--- config.mk ---
export PLATFORM = sky130hd
export DESIGN_NAME = frame_tx
export DESIGN_NICKNAME = d
export VERILOG_FILES = /design/src/rtl/frame_tx_pkg.sv /design/src/rtl/frame_tx_edge.sv /design/src/rtl/frame_tx_dp.sv /design/src/rtl/frame_tx_ctrl.sv /design/src/rtl/frame_tx.sv
export SDC_FILE = /design/constraint.sdc
export NUM_CORES = 1
export LEC_CHECK = 0
export CAP_MARGIN = 10
export CORE_MARGIN = 2
export CORE_UTILIZATION = 50
export CTS_BUF_LIST = sky130_fd_sc_hd__clkbuf_4 sky130_fd_sc_hd__clkbuf_8 sky130_fd_sc_hd__clkbuf_16
export DETAILED_ROUTE_END_ITERATION = 8
export MAX_ROUTING_LAYER = met4
export PLACE_DENSITY_LB_ADDON = 0.1
export SYNTH_ARGS = -nofsm -noshare
export SYNTH_HDL_FRONTEND = slang
export SYNTH_HIERARCHICAL = 1
export SYNTH_SLANG_ARGS = --single-unit
--- constraint.sdc ---
create_clock -name clk -period 4.9 [get_ports clk]
set_input_delay 0.98 -clock clk [delete_from_list [all_inputs] [get_ports clk]]
set_output_delay 0.98 -clock clk [all_outputs]
set_load 0.01 [all_outputs]
--- src/rtl/frame_tx_pkg.sv ---
package frame_tx_pkg;

  // Character format captured with each accepted frame.
  typedef struct packed {
    logic syncMode;
    logic char7;
    logic parEn;
    logic parOdd;
    logic addrEn;
    logic stop2;
  } txFmtT;

  // Strobes from control to datapath.
  typedef struct packed {
    logic load;
    logic shift;
  } txStrbT;

  // Number of bit times in one frame for a given format.
  function automatic int unsigned frameBits(txFmtT f, int unsigned dataW);
    int unsigned n;
    if (f.syncMode) begin
      n = dataW;
    end else begin
      n = 1 + (f.char7 ? dataW - 1 : dataW);
      if (f.addrEn || f.parEn) n = n + 1;
      n = n + (f.stop2 ? 2 : 1);
    end
    return n;
  endfunction

endpackage

--- src/rtl/frame_tx_edge.sv ---
module frame_tx_edge #(
  parameter int STAGES = 2
) (
  input  logic clk,
  input  logic rstN,
  input  logic pinIn,
  output logic riseSeen,
  output logic fallSeen
);
  logic [STAGES:0] shiftQ;

  generate
    if (STAGES < 2) begin : g_bad
      initial $error("frame_tx_edge needs at least two stages");
    end
  endgenerate

  always_ff @(posedge clk or negedge rstN) begin
    if (!rstN) shiftQ <= '0;
    else       shiftQ <= {shiftQ[STAGES-1:0], pinIn};
  end

  // shiftQ[STAGES-1] is the synchronized level, shiftQ[STAGES] its previous value.
  assign riseSeen = shiftQ[STAGES-1] & ~shiftQ[STAGES];
  assign fallSeen = ~shiftQ[STAGES-1] & shiftQ[STAGES];
endmodule

--- src/rtl/frame_tx_dp.sv ---
module frame_tx_dp
  import frame_tx_pkg::*;
#(
  parameter int DATA_W = 8
) (
  input  logic                     clk,
  input  logic                     rstN,
  input  txStrbT                   strb,
  input  txFmtT                    fmtIn,
  input  logic [DATA_W-1:0]        dataIn,
  input  logic                     flagIn,
  output logic [$clog2(DATA_W+5)-1:0] frameLen,
  output logic                     lineOut
);
  localparam int FRAME_W = DATA_W + 4;
  localparam int CNT_W   = $clog2(DATA_W + 5);

  logic [FRAME_W-1:0] frameQ, frameNext;
  logic [DATA_W-1:0]  dataMask, dataSent;
  logic               parBit, extraBit, extraOn;

  // Mask of data bits actually sent: top bit dropped for short characters.
  generate
    for (genvar b = 0; b < DATA_W; b++) begin : g_mask
      if (b == DATA_W - 1) begin : g_top
        assign dataMask[b] = fmtIn.syncMode | ~fmtIn.char7;
      end else begin : g_low
        assign dataMask[b] = 1'b1;
      end
    end
  endgenerate

  assign dataSent = dataIn & dataMask;
  assign parBit   = (^dataSent) ^ fmtIn.parOdd;
  assign extraBit = fmtIn.addrEn ? flagIn : parBit;
  assign extraOn  = fmtIn.addrEn | fmtIn.parEn;

  always_comb begin
    frameNext = '1;
    if (fmtIn.syncMode) begin
      frameNext[DATA_W-1:0] = dataIn;
    end else begin
      frameNext[0] = 1'b0;
      for (int i = 0; i < DATA_W; i++) begin
        if (dataMask[i]) frameNext[i+1] = dataIn[i];
      end
      if (extraOn) begin
        if (fmtIn.char7) frameNext[DATA_W]   = extraBit;
        else             frameNext[DATA_W+1] = extraBit;
      end
    end
  end

  assign frameLen = CNT_W'(frameBits(fmtIn, DATA_W));

  always_ff @(posedge clk or negedge rstN) begin
    if (!rstN) begin
      frameQ <= '1;
    end else if (strb.load) begin
      frameQ <= frameNext;
    end else if (strb.shift) begin
      frameQ <= {1'b1, frameQ[FRAME_W-1:1]};
    end
  end

  assign lineOut = frameQ[0];
endmodule

--- src/rtl/frame_tx_ctrl.sv ---
module frame_tx_ctrl
  import frame_tx_pkg::*;
#(
  parameter int DATA_W     = 8,
  parameter int OVERSAMPLE = 16
) (
  input  logic                        clk,
  input  logic                        rstN,
  input  logic                        start,
  input  logic                        syncIn,
  input  logic                        extIn,
  input  logic [$clog2(DATA_W+5)-1:0] lenIn,
  input  logic                        tick,
  input  logic                        pinRise,
  input  logic                        pinFall,
  output txStrbT                      strb,
  output logic                        busy,
  output logic                        clkPhaseOut,
  output logic                        frameSync
);
  localparam int CNT_W = $clog2(DATA_W + 5);
  localparam int PH_W  = (OVERSAMPLE > 1) ? $clog2(OVERSAMPLE) : 1;
  localparam logic [PH_W-1:0] PH_LAST = PH_W'(OVERSAMPLE - 1);
  localparam logic [PH_W-1:0] PH_HALF = PH_W'(OVERSAMPLE / 2);

  logic             busyQ, syncQ, extQ;
  logic [CNT_W-1:0] leftQ;
  logic [PH_W-1:0]  phaseQ;
  logic             baseTick, edgeDriven, phaseWrap, bitDone;

  assign baseTick   = extQ ? pinRise : tick;
  assign edgeDriven = syncQ & extQ;
  assign phaseWrap  = baseTick & (phaseQ == PH_LAST);
  assign bitDone    = busyQ & (edgeDriven ? pinFall : phaseWrap);

  assign strb.load  = start & ~busyQ;
  assign strb.shift = bitDone;

  always_ff @(posedge clk or negedge rstN) begin
    if (!rstN) begin
      busyQ  <= 1'b0;
      syncQ  <= 1'b0;
      extQ   <= 1'b0;
      leftQ  <= '0;
      phaseQ <= '0;
    end else if (strb.load) begin
      busyQ  <= 1'b1;
      syncQ  <= syncIn;
      extQ   <= extIn;
      leftQ  <= lenIn;
      phaseQ <= '0;
    end else if (busyQ) begin
      if (bitDone) begin
        leftQ <= leftQ - 1'b1;
        if (leftQ == CNT_W'(1)) busyQ <= 1'b0;
      end
      if (!edgeDriven && baseTick) begin
        phaseQ <= phaseWrap ? '0 : phaseQ + 1'b1;
      end
    end
  end

  assign busy        = busyQ;
  assign clkPhaseOut = busyQ ? (phaseQ >= PH_HALF) : 1'b1;
  assign frameSync   = syncQ;
endmodule

--- src/rtl/frame_tx.sv ---
module frame_tx
  import frame_tx_pkg::*;
#(
  parameter int DATA_W      = 8,
  parameter int OVERSAMPLE  = 16,
  parameter int SYNC_STAGES = 2
) (
  input  logic              clk,
  input  logic              rstN,
  input  logic              tick,
  input  logic              start,
  input  logic [DATA_W-1:0] txData,
  input  logic              addrFlagIn,
  input  logic              modeSync,
  input  logic              char7,
  input  logic              parEn,
  input  logic              parOdd,
  input  logic              addrFlagEn,
  input  logic              stop2,
  input  logic [1:0]        clkSel,
  input  logic              serClkIn,
  output logic              serOut,
  output logic              busy,
  output logic              serClkOut,
  output logic              serClkOe
);
  localparam int CNT_W = $clog2(DATA_W + 5);

  txFmtT            fmt;
  txStrbT           strb;
  logic [CNT_W-1:0] frameLen;
  logic             pinRise, pinFall, frameSync;

  assign fmt = '{syncMode: modeSync, char7: char7, parEn: parEn,
                 parOdd: parOdd, addrEn: addrFlagEn, stop2: stop2};

  frame_tx_edge #(.STAGES(SYNC_STAGES)) u_edge (
    .clk      (clk),
    .rstN     (rstN),
    .pinIn    (serClkIn),
    .riseSeen (pinRise),
    .fallSeen (pinFall)
  );

  frame_tx_ctrl #(.DATA_W(DATA_W), .OVERSAMPLE(OVERSAMPLE)) u_ctrl (
    .clk         (clk),
    .rstN        (rstN),
    .start       (start),
    .syncIn      (modeSync),
    .extIn       (clkSel[1]),
    .lenIn       (frameLen),
    .tick        (tick),
    .pinRise     (pinRise),
    .pinFall     (pinFall),
    .strb        (strb),
    .busy        (busy),
    .clkPhaseOut (serClkOut),
    .frameSync   (frameSync)
  );

  frame_tx_dp #(.DATA_W(DATA_W)) u_dp (
    .clk      (clk),
    .rstN     (rstN),
    .strb     (strb),
    .fmtIn    (fmt),
    .dataIn   (txData),
    .flagIn   (addrFlagIn),
    .frameLen (frameLen),
    .lineOut  (serOut)
  );

  // Pin direction follows the live configuration.
  assign serClkOe = modeSync ? ~clkSel[1] : (clkSel == 2'b01);
endmodule

# After elaboration in Yosys (flattened, before gate mapping)
# Cells that the tools add are included.
dict set report word_totals {
  n_memories 0
  mem_bits_rw 0
  latch_bits 0
  ff_bits 26
  rom_bits 0
}
dict set report op_classes {
  shift 0
  n_eq_ne 3
  addsub 5
  n_bitwise 15
  div 0
  n_lt_le_gt_ge 1
  reduce_logical 9
  multipliers 0
  mux 29
}
# op count
set op_table {}
lappend op_table {{$mux W4} 11}
lappend op_table {{$mux W12} 2}
lappend op_table {{$mux W1} 12}
lappend op_table {{$add A4 B1 Y4 const B} 2}
lappend op_table {{$and A8 B8 Y8} 1}
lappend op_table {{$mux W8} 1}
lappend op_table {{$reduce_xor A8 Y1} 1}
lappend op_table {{$and A1 B1 Y1} 6}
lappend op_table {{$mux W2} 3}
lappend op_table {{$reduce_bool A2 Y1} 3}
lappend op_table {{$not A1 Y1} 5}
lappend op_table {{$add A1 B4 Y4 const A} 1}
lappend op_table {{$add A4 B4 Y4} 1}
lappend op_table {{$eq A4 B1 Y1 const B} 1}
lappend op_table {{$eq A4 B4 Y1 const B} 1}
lappend op_table {{$ge A4 B4 Y1 const B} 1}
lappend op_table {{$reduce_and A2 Y1} 2}
lappend op_table {{$sub A4 B1 Y4 const B} 1}
lappend op_table {{$eq A2 B1 Y1 const B} 1}
lappend op_table {{$or A1 B1 Y1} 2}
lappend op_table {{$logic_and A1 B1 Y1} 1}
lappend op_table {{$logic_not A1 Y1} 1}
lappend op_table {{$logic_or A1 B1 Y1} 1}
lappend op_table {{$xor A1 B1 Y1} 1}

# Logic depth before layout (Yosys ltp)
# Gate-level depths: netlist (run 1).
dict set report logic_depth {
  word_depth 10
  ltp_mapped 8
  depth_no_buf 7
}

# Modules after synthesis
# The synthesis (run 1) kept the hierarchy.
# module n_inst area_each_um2 cells_each
set by_module_without_submodules {}
lappend by_module_without_submodules {frame_tx_dp 1 753.2 76}
lappend by_module_without_submodules {frame_tx_ctrl 1 673.1 75}
lappend by_module_without_submodules {frame_tx_edge 1 90.1 5}
lappend by_module_without_submodules {frame_tx 1 10.0 1}

# Least setup slack after synthesis (run 1)
# Ideal clock, no wire load.
dict set report synth_path {
  path_kind {input port to flip-flop}
  from {input port parEn}
  to {register u_ctrl.leftQ[1]}
  arrival_ns 2.494
  stages 6
  t_required_ns 4.777
  path_slack_ns 2.283
  setup_ns 0.123
  path_cell_list {or2_4 > ha_1 > ha_1 > fa_1 > nor2b_1 > o221a_2}
}
dict set report synth_between {
  elab_chain_cells 6
}
# element line_no
set synth_rtl {}
lappend synth_rtl {{start, declared} frame_tx.sv:16} ;# input logic parEn,
lappend synth_rtl {{$logic_or A1 B1 Y1} frame_tx_pkg.sv:26} ;# if (f.addrEn || f.parEn) n = n + 1;
lappend synth_rtl {{$mux W4} frame_tx_pkg.sv:26}
lappend synth_rtl {{$mux W4} frame_tx_pkg.sv:22} ;# if (f.syncMode) begin
lappend synth_rtl {{$add A4 B4 Y4} frame_tx_pkg.sv:27} ;# n = n + (f.stop2 ? 2 : 1);
lappend synth_rtl {{$mux W4} frame_tx_pkg.sv:22}
lappend synth_rtl {{named net frameLen[1]} frame_tx.sv:31} ;# logic [CNT_W-1:0] frameLen;
lappend synth_rtl {{$mux W4} frame_tx_ctrl.sv:46} ;# end else if (strb.load) begin
lappend synth_rtl {{end signal, assigned} frame_tx_ctrl.sv:50} ;# leftQ <= lenIn;
lappend synth_rtl {{end signal, assigned} frame_tx_ctrl.sv:54} ;# leftQ <= leftQ - 1'b1;
lappend synth_rtl {{end, declared} frame_tx_ctrl.sv:27} ;# logic [CNT_W-1:0] leftQ;
# The timed path passes the listed nets, and every way through them passes these cells. The select of a mux whose other input is x is not followed.
# A chain may end at the register's enable or synchronous reset.

# Worst setup path in the final report (run 1)
dict set report layout_path {
  from {input port modeSync}
  to {output port serClkOe}
}
dict set report layout_between {
  elab_chain_cells 1
}
# element line_no
set layout_rtl {}
lappend layout_rtl {{start, declared} frame_tx.sv:14} ;# input logic modeSync,
lappend layout_rtl {{$mux W1} frame_tx.sv:73} ;# assign serClkOe = modeSync ? ~clkSel[1] : (clkSel == 2'b01);
lappend layout_rtl {{end, declared} frame_tx.sv:25} ;# output logic serClkOe
# Every way passes these cells.

==> results.md, run 1 <==
* Synth Warn # at 6
* Site Rows at 20
* CTS sink count at 24
* Post-route setup slack at between 1 and 1.5 ns
* Fraction of layout instances using a drive strength above 1 at about 12%
* Initial Util at between 50 and 60%
* Root buf cell: clkbuf_4
* Worst path cell trace: clkdlybuf4s50_1 > o21ba_1 > clkdlybuf4s50_1
* Final setup viols at 0
* R2R Setup Slk at 2.84 ns
* Endpoints failing hold at 0
* H-tree Lvls at 1
* Min Tclk post-route at 3.61 ns
* Initial antenna violation count at 0
* Reg2Reg Depth at 7
* CP max FO at 15
* Core area at 2980 um2
* Routed wire length at 2.96 mm
* Primary FF master, synth: dfrtp_1
* Vias in the first global route at 1182
* DR vias at 1214
* Pre-antenna DRT Iters at 4
* CTS clk-pin slew, worst paths at 0.14 ns
* VDD IR-drop max at 0.000221 V
* RSZ-0062 raised after global routing: no
* Syn Area/Cell at 9.72 um2
* Port Buffers at 25
* Max transition margin at 28.7%
* Critical Path Start Type: input pin
* Cts repair resizes at 0
* Total GRT Usage at 19.3%
* Synth cell types at 47
* Number of flops mapped to enable cells by yosys at 0
* Worst Setup End Kind: output port
* Global-route wire length before repair at around 5 mm
* Layout Nets at 209
* Setup_tns at 0 ns
* HPWL after detailed placement at 2.19 mm
* Clk_skew at 0.00402 ns
* Crit-path slowest cell: clkdlybuf4s50_1
* Seq/Total Area, Yosys at 40.2%
* Final slew viol count at 0
* Max capacitance violation total at 0
* Power per cell area at 407 nW/um2
* Filler cells at 264
* CP max stage delay at 0.89 ns
* Area Growth Syn to Fin at 20.2%
* Syn nets at 186
* Largest net degree at the start of global routing at 29
* Hold Slack at 0.375 ns
* Status: complete, no violations
* Worst Hold Class: reg -> reg
* ANT nets after route at 0
* WS Path Type: in -> out
* Placed insts at 208
* Final RePlAce weighted congestion at 0.769
* Worst hold path depth at 0
* Most frequent cells in the layout: clkdlybuf4s50_1 (25), nand2_1 (15), dfrtp_1 (14)
* Via density at 5.73
* Finished Core Util at between 60% and 70%
* CTS tree: done
* DRC errors left at 0
* Crit path DAT at roughly 2.6 ns
* # Post-CTS Setup Buffers at 0
* Hold-fix buffers at CTS at 0
* Most frequent CP cell: clkdlybuf4s50_1
* Fraction of registers with async set/reset at 100%
* Post-Synthesis Cells at 157
* Slew @ Worst Pin at 1.07 ns
* Routed WL per cell at 14.0 um
* Required time worst endpoint at between 3 and 4 ns
* Max Clock Freq at 277 MHz
* Seq cells post-synth at 24
* DIE WIDTH at 59.3 um
* Worst slack at placement at about 1.3 ns
* Die Y-Extent at 59.3 um
* Leak at roughly 0.00078 uW
* Final Cycle Share at roughly 74%
* Mapped Area at ~1500 um2
* Clock buffer depth at 2
* Initial DRC Count at 33
* Die area at between 3000 and 4000 um2
* TritonCTS Buffers at 3
* Fin cells at 212
* Ports at 26
* Clock Latency Late Sink at ~0.32 ns
* Commonest non-fill, non-tap cell in the layout: clkdlybuf4s50_1
* # diodes at 0
* Total grt overflow at 0
layer usage:
metal	vias to the layer above	global-route usage (%)	part of all wire (%)
li1	599	-	-
met1	586	23.2	45
met2	27	32.3	50
met3	2	2.62	4.2
met4	0	8.44	0.88
met5	-	-	0
stage by stage:
stage / total power, uW / instance area [um2]
after global placement: 590 / 1780
after detailed placement: 602 / 1780
after global routing: 805 / 1840
final: 748 / 1840
after floorplan: 525 / 1530
after CTS: 750 / 1840
cell usage after synthesis (2+ instances only):
cell type | number | area (um2)
nor2b_1 | 12 | 75.1
nand2b_1 | 2 | 12.5
o21ai_0 | 5 | 25.0
nor2_1 | 3 | 11.3
a21o_1 | 2 | 15.0
o221a_2 | 2 | 22.5
dfrtp_1 | 14 | 350
a21boi_1 | 2 | 15.0
buf_4 | 2 | 15.0
nand4_1 | 2 | 12.5
xnor2_1 | 5 | 43.8
a21oi_1 | 10 | 50.1
o21a_1 | 2 | 15.0
ha_1 | 6 | 75.1
inv_1 | 8 | 30.0
o211ai_1 | 3 | 22.5
mux2i_1 | 9 | 90.1
dfstp_2 | 10 | 263
nand3_1 | 5 | 25.0
inv_2 | 2 | 7.51
nand2_1 | 15 | 56.3
nor3_1 | 2 | 10.0
a211oi_1 | 7 | 52.6
and2_1 | 2 | 12.5
clkbuf_1 | 3 | 11.3
power by group:
group	internal, uW	switching [uW]
clock	82.7	64.4
combinational	137	120
sequential	295	48.2
final timing paths:
kind,from,to
max in group asynchronous,rstN,u_edge/shiftQ[0]
worst min register to register,u_edge/shiftQ[0],u_edge/shiftQ[1]
worst max-delay path,modeSync,serClkOe
worst min-delay path,u_edge/shiftQ[0],u_edge/shiftQ[1]
worst max register to register,u_ctrl/phaseQ[0],u_dp/frameQ[8]
min in group asynchronous,rstN,u_ctrl/leftQ[3]
worst max-delay path, delay by kind of cell:
family,cells,cell delay (ns)
AO/OA/AOI/OAI,1,0.22
buffers and inverters,2,1.43
logic make-up (layout without fill, tap and decap cells):
group                      after synthesis  in the layout  share of synthesized area, %
AOI/OAI and AO/OA                       43             43                          20.1
xor gates and xnor gates                 7              7                          4.92
adders and majority gates                7              7                          6.23
buffers and inverters                   17             39                          4.75
DFF                                     24             24                          40.2
muxes                                    9              9                          5.90
other                                    1              1                         0.246
and+or+nand+nor                         49             49                          17.7
area by class of cell:
class	instances	area, um2	area share [%]
clock buffer	3	22.5	1.23
inverter	10	37.5	2.04
multi-input combinational	116	841	45.8
sequential	24	613	33.4
timing repair buffer	25	250	13.6
clock inverter	1	30.0	1.64
tap	33	41.3	2.25
state kept, by name, summed over array words and instances (netlist names):
signal	count
u_edge/shiftQ	3
u_ctrl/extQ	1
u_dp/frameQ	10
u_ctrl/leftQ	4
u_ctrl/frameSync	1
u_ctrl/busy	1
u_ctrl/phaseQ	4
Power figures use the tool's default switching activity.
==> inputs of run 2 (changes only) <==
clock period = 3.7 ns   (was 4.9 ns; I/O delays follow)
==> results.md, run 2 (same netlist as run 1, synthesis figures left out) <==
* Clock buffer depth at 2
* Final RePlAce weighted congestion at 0.801
* Max capacitance violation total at 0
* Root buf cell: clkbuf_4
* Max FFs per register at 10
* Via density at 5.58
* Cts repair resizes at 0
* Port Buffers at 25
* Total grt overflow at 0
* WP buf/inv at 2
* Area Growth Syn to Fin at 19.7%
* # Post-CTS Setup Buffers at 0
* CP max stage delay at 0.54 ns
* CTS tree: done
* Global-route wire length before repair at about 5 mm
* PnR Total Power at roughly 930 uW
* ANT nets after route at 0
* DR vias at about 1200
* CP max FO at 2
* Sw power at 301 uW
* Placed insts at roughly 210
* Largest net degree at the start of global routing at 29
* Combinational share of power at between 30% and 40%
* Power per cell area at around 500 nW/um2
* Fin cells at 213
* Clock Latency Late Sink at 0.31 ns
* Layout Nets at 210
* Endpoints failing hold at 0
* Clock Power Share at 14.7%
* Initial DRC Count at 36
* Final Cycle Share at between 70% and 80%
* Largest Register: u_dp/frameQ
* Final slew viol count at 0
* Final setup viols at 0
* RR Endpoint: u_dp/frameQ[8]
* TritonCTS Buffers at 3
* Pre-antenna DRT Iters at 4
* Required time worst endpoint at roughly 3.0 ns
* DIE WIDTH at just under 60 um
* Switching part of the total at between 30 and 40%
* VDD IR-drop max at around 0.00027 V
* DRC errors left at 0
* Total GRT Usage at roughly a fifth
* Die area at 3510 um2
* Most frequent CP cell: clkdlybuf4s50_1
* Die Y-Extent at about 59 um
* CP delay by family, top: buffers and inverters
* Vias in the first global route at 1216
* Hold Crit Start: u_edge/shiftQ[0]
* RSZ-0062 raised after global routing: no
* Slew @ Worst Pin at 1.05 ns
* H-tree Lvls at 1
* Status: complete, no violations
* Site Rows at 20
* Worst path cell trace: clkdlybuf4s50_1 > o21ba_1 > clkdlybuf4s50_1
* Setup_tns at 0 ns
* Internal power at roughly 630 uW
* Flop pwr share at 48.6%
* Core area at ~3000 um2
* CTS clk-pin slew, worst paths at 0.13 ns
* CTS sink count at 24
* Clk_skew at 0.00377 ns
* WS Path Type: in -> out
* HPWL after detailed placement at 2.22 mm
* Reg2Reg Depth at 7
* Routed WL per cell at 13.8 um
* Initial antenna violation count at 0
* Worst Hold Class: reg -> reg
* Initial Util at 51.3%
* Commonest non-fill, non-tap cell in the layout: clkdlybuf4s50_1
* Critical Path Start Type: input pin
* Max transition margin at slightly below 30%
* Leak at just under 0.0008 uW
* R2R Setup Slk at 1.63 ns
* Worst Setup End Kind: output port
* Worst hold path depth at 0
* Ports at 26
* Hold-fix buffers at CTS at 0
* # diodes at 0
* Min Tclk post-route at about 2.7 ns
* Crit path DAT at 1.95 ns
* Routed wire length at approximately 2.9 mm
* Crit-path slowest cell: clkdlybuf4s50_1
* Max Clock Freq at 372 MHz
* Worst hold endpoint: u_edge/shiftQ[1]
* Most frequent cells in the layout: clkdlybuf4s50_1 (25), nand2_1 (15), dfrtp_1 (14)
* Regs by FF count: u_dp/frameQ x10, u_ctrl/leftQ x4, u_ctrl/phaseQ x4
* Fraction of layout instances using a drive strength above 1 at 12.8%
* Filler cells at 274
* FF-to-FF Start: u_ctrl/phaseQ[0]
## run 2: power by group through the flow
stage / logic [uW] / registers, uW / clock network [uW]
finish: 343 / 454 / 137
global route: 392 / 470 / 158
CTS: 344 / 455 / 148
detailed placement: 342 / 460 / 0
global placement: 331 / 455 / 0
floorplan: 250 / 445 / 0
## run 2: per-stage QoR
step / instance area [um2] / utilization, % / hold WS [ns] / worst slack [ns]
2_1_floorplan: 1530 / - / 0.331 / 1.32
3_3_place_gp: 1790 / 60.1 / 0.337 / 0.882
3_5_place_dp: 1790 / 60.1 / 0.346 / 0.832
4_1_cts: 1830 / 61.3 / 0.377 / 1.01
5_1_grt: 1830 / 61.3 / 0.394 / 0.985
6_report: 1830 / 61.3 / 0.371 / 1.01
## run 2: worst max path at each step
stage | slack (ns) | from | depth (start not counted) | end
floorplan | 1.32 | parEn | 6 | u_ctrl/leftQ[1]
global placement | 0.88 | addrFlagEn | 7 | u_ctrl/leftQ[1]
detailed placement | 0.83 | addrFlagEn | 7 | u_ctrl/leftQ[1]
CTS | 1.01 | clkSel[1] | 3 | serClkOe
global route | 0.99 | clkSel[1] | 3 | serClkOe
finish | 1.01 | clkSel[1] | 3 | serClkOe
## run 2: cell type report
type                       count  area, um2  area share [%]
clock buffer                   4       36.3            1.99
inverter                      10       37.5            2.05
timing repair buffer          26        258            14.1
sequential                    24        613            33.6
multi-input combinational    116        841            46.0
tap                           33       41.3            2.26
## run 2: per-layer routing
metal	wire length (um)	up-vias	GRT usage [%]	part of all wire, %
li1	-	604	-	-
met1	1280	556	21.6	44
met2	1500	27	34.5	51
met3	138	2	3.28	4.7
met4	21	0	7.79	0.72
met5	0	-	-	0
==> inputs of run 3 (changes only) <==
CORE_UTILIZATION = 47   (was 50)
clock period = 2.4 ns   (was 3.7 ns; I/O delays follow)
==> results.md, run 3 (same netlist as run 1, synthesis figures left out) <==
* Total grt overflow at 0
* CTS clk-pin slew, worst paths at 0.14 ns
* Max Clock Freq at 448 MHz
* Reg2Reg Depth at 8
* Crit-path slowest cell: fa_1
* # diodes at 0
* Largest net degree at the start of global routing at 25
* Root buf cell: clkbuf_4
* Core area at 3080 um2
* Area Growth Syn to Fin at 24.9%
* WS Path Type: in -> reg
* Max FFs per register at 10
* Layout Nets at 218
* DIE WIDTH at slightly above 60 um
* RR Endpoint: u_dp/frameQ[8]
* Port Buffers at 25
* ANT nets after route at 0
* Crit path DAT at 2.45 ns
* Most frequent cells in the layout: clkdlybuf4s50_1 (25), nand2_1 (15), dfrtp_1 (14)
* Worst Hold Class: reg -> reg
* HPWL after detailed placement at 2.40 mm
* Final Cycle Share at 92.9%
* Routed WL per cell at approximately 14 um
* TritonCTS Buffers at 3
* Required time worst endpoint at 2.62 ns
* Most frequent CP cell: ha_1
* Crit path to: u_ctrl/leftQ[1]
* Final slew viol count at 0
* Initial Util at between 40% and 50%
* Max capacitance violation total at 0
* Fraction of layout instances using a drive strength above 1 at 16.5%
* Worst path cell trace: clkdlybuf4s50_1 > or2_4 > ha_1 > ha_1 > fa_1 > nor2b_1 > o221a_2
* Total GRT Usage at approximately 19%
* CP max FO at 2
* Final setup viols at 0
* Via density at 5.33
* Critical Path Start Type: input pin
* Worst Setup End Kind: flip-flop
* Ports at 26
* Power per cell area at ~760 nW/um2
* Vias in the first global route at 1218
* Commonest non-fill, non-tap cell in the layout: clkdlybuf4s50_1
* Routed wire length at 3.14 mm
* CTS tree: done
* Global-route wire length before repair at 5.20 mm
* CP max stage delay at ~0.43 ns
* PnR Total Power at 1440 uW
* Regs by FF count: u_dp/frameQ x10, u_ctrl/leftQ x4, u_ctrl/phaseQ x4
* Site Rows at 20
* # Post-CTS Setup Buffers at 0
* Cts repair resizes at 0
* VDD IR-drop max at 0.000465 V
* DR vias at 1236
* Status: complete, no violations
* Initial antenna violation count at 0
* Clock buffer depth at 2
* CTS sink count at 24
* Initial DRC Count at 54
* DRC errors left at 0
* Largest Register: u_dp/frameQ
* Hold-fix buffers at CTS at 0
* Min Tclk post-route at 2.23 ns
* Clk_skew at around 0.015 ns
* Hold Slack at 0.367 ns
* Pre-antenna DRT Iters at 5
* RSZ-0062 raised after global routing: no
* Die area at 3720 um2
* Leak at 0.000821 uW
* Clock Latency Late Sink at 0.31 ns
* Worst setup startpoint: parEn
* Endpoints failing hold at 0
* Finished Core Util at about three fifths
* FF-to-FF Start: u_ctrl/phaseQ[0]
* Die Y-Extent at 61.0 um
* Final RePlAce weighted congestion at 0.846
* H-tree Lvls at 1
* R2R Setup Slk at 0.59 ns
[run 3: changes by cell type in the layout (fill, tap and decap cells not counted)]
cell | previous run | this run
buf_12 | 0 | 1
buf_4 | 1 | 8
clkbuf_4 | 3 | 4
clkbuf_8 | 1 | 0
[run 3: metrics by stage]
step                      setup WS (ns)  instances  cell area, um2  setup TNS, ns
after global routing              0.133        232            1910              0
final                             0.169        232            1910              0
after floorplan                   0.283        157            1530              0
after CTS                         0.179        232            1910              0
after global placement           -0.123        228            1880         -0.123
after detailed placement         -0.180        228            1880         -0.200
[run 3: cell type report]
class	instances	area [um2]
Sequential cell	24	613
Inverter	10	37.5
Fill cell	286	1170
Clock buffer	4	30.0
Timing Repair Buffer	34	330
Multi-Input combinational cell	116	841
Tap cell	44	55.1
[run 3: metal layers]
metal | part of all wire [%] | track usage [%] | up-vias
met4 | 0.67 | 6.83 | 0
met3 | 3.6 | 2.56 | 2
met2 | 51 | 33.2 | 28
li1 | - | - | 622
met1 | 45 | 23.0 | 584
met5 | 0 | - | -
[run 3: worst min-delay path by stage]
| stage | cells past startpoint | from | slack (ns) | end |
|---|---|---|---|---|
| 2_1_floorplan | 0 | rstN | 0.18 | u_ctrl/busy |
| 3_5_place_dp | 0 | u_edge/shiftQ[0] | 0.34 | u_edge/shiftQ[1] |
| 4_1_cts | 0 | u_edge/shiftQ[0] | 0.37 | u_edge/shiftQ[1] |
| 3_3_place_gp | 0 | u_edge/shiftQ[0] | 0.34 | u_edge/shiftQ[1] |
| 6_report | 0 | u_edge/shiftQ[0] | 0.37 | u_edge/shiftQ[1] |
| 5_1_grt | 0 | u_edge/shiftQ[0] | 0.37 | u_edge/shiftQ[1] |
[run 3: where the power goes]
group          internal, uW  switching [uW]  total, uW
clock                  76.1             117        193
sequential              603            98.2        701
combinational           294             254        548
[run 3: worst max-delay path: cells and delay by family]
kind            cells  cell delay, ns
compound gates      1            0.27
fa+ha+maj           3            0.91
simple gates        2            0.39
buf+inv             1            0.40
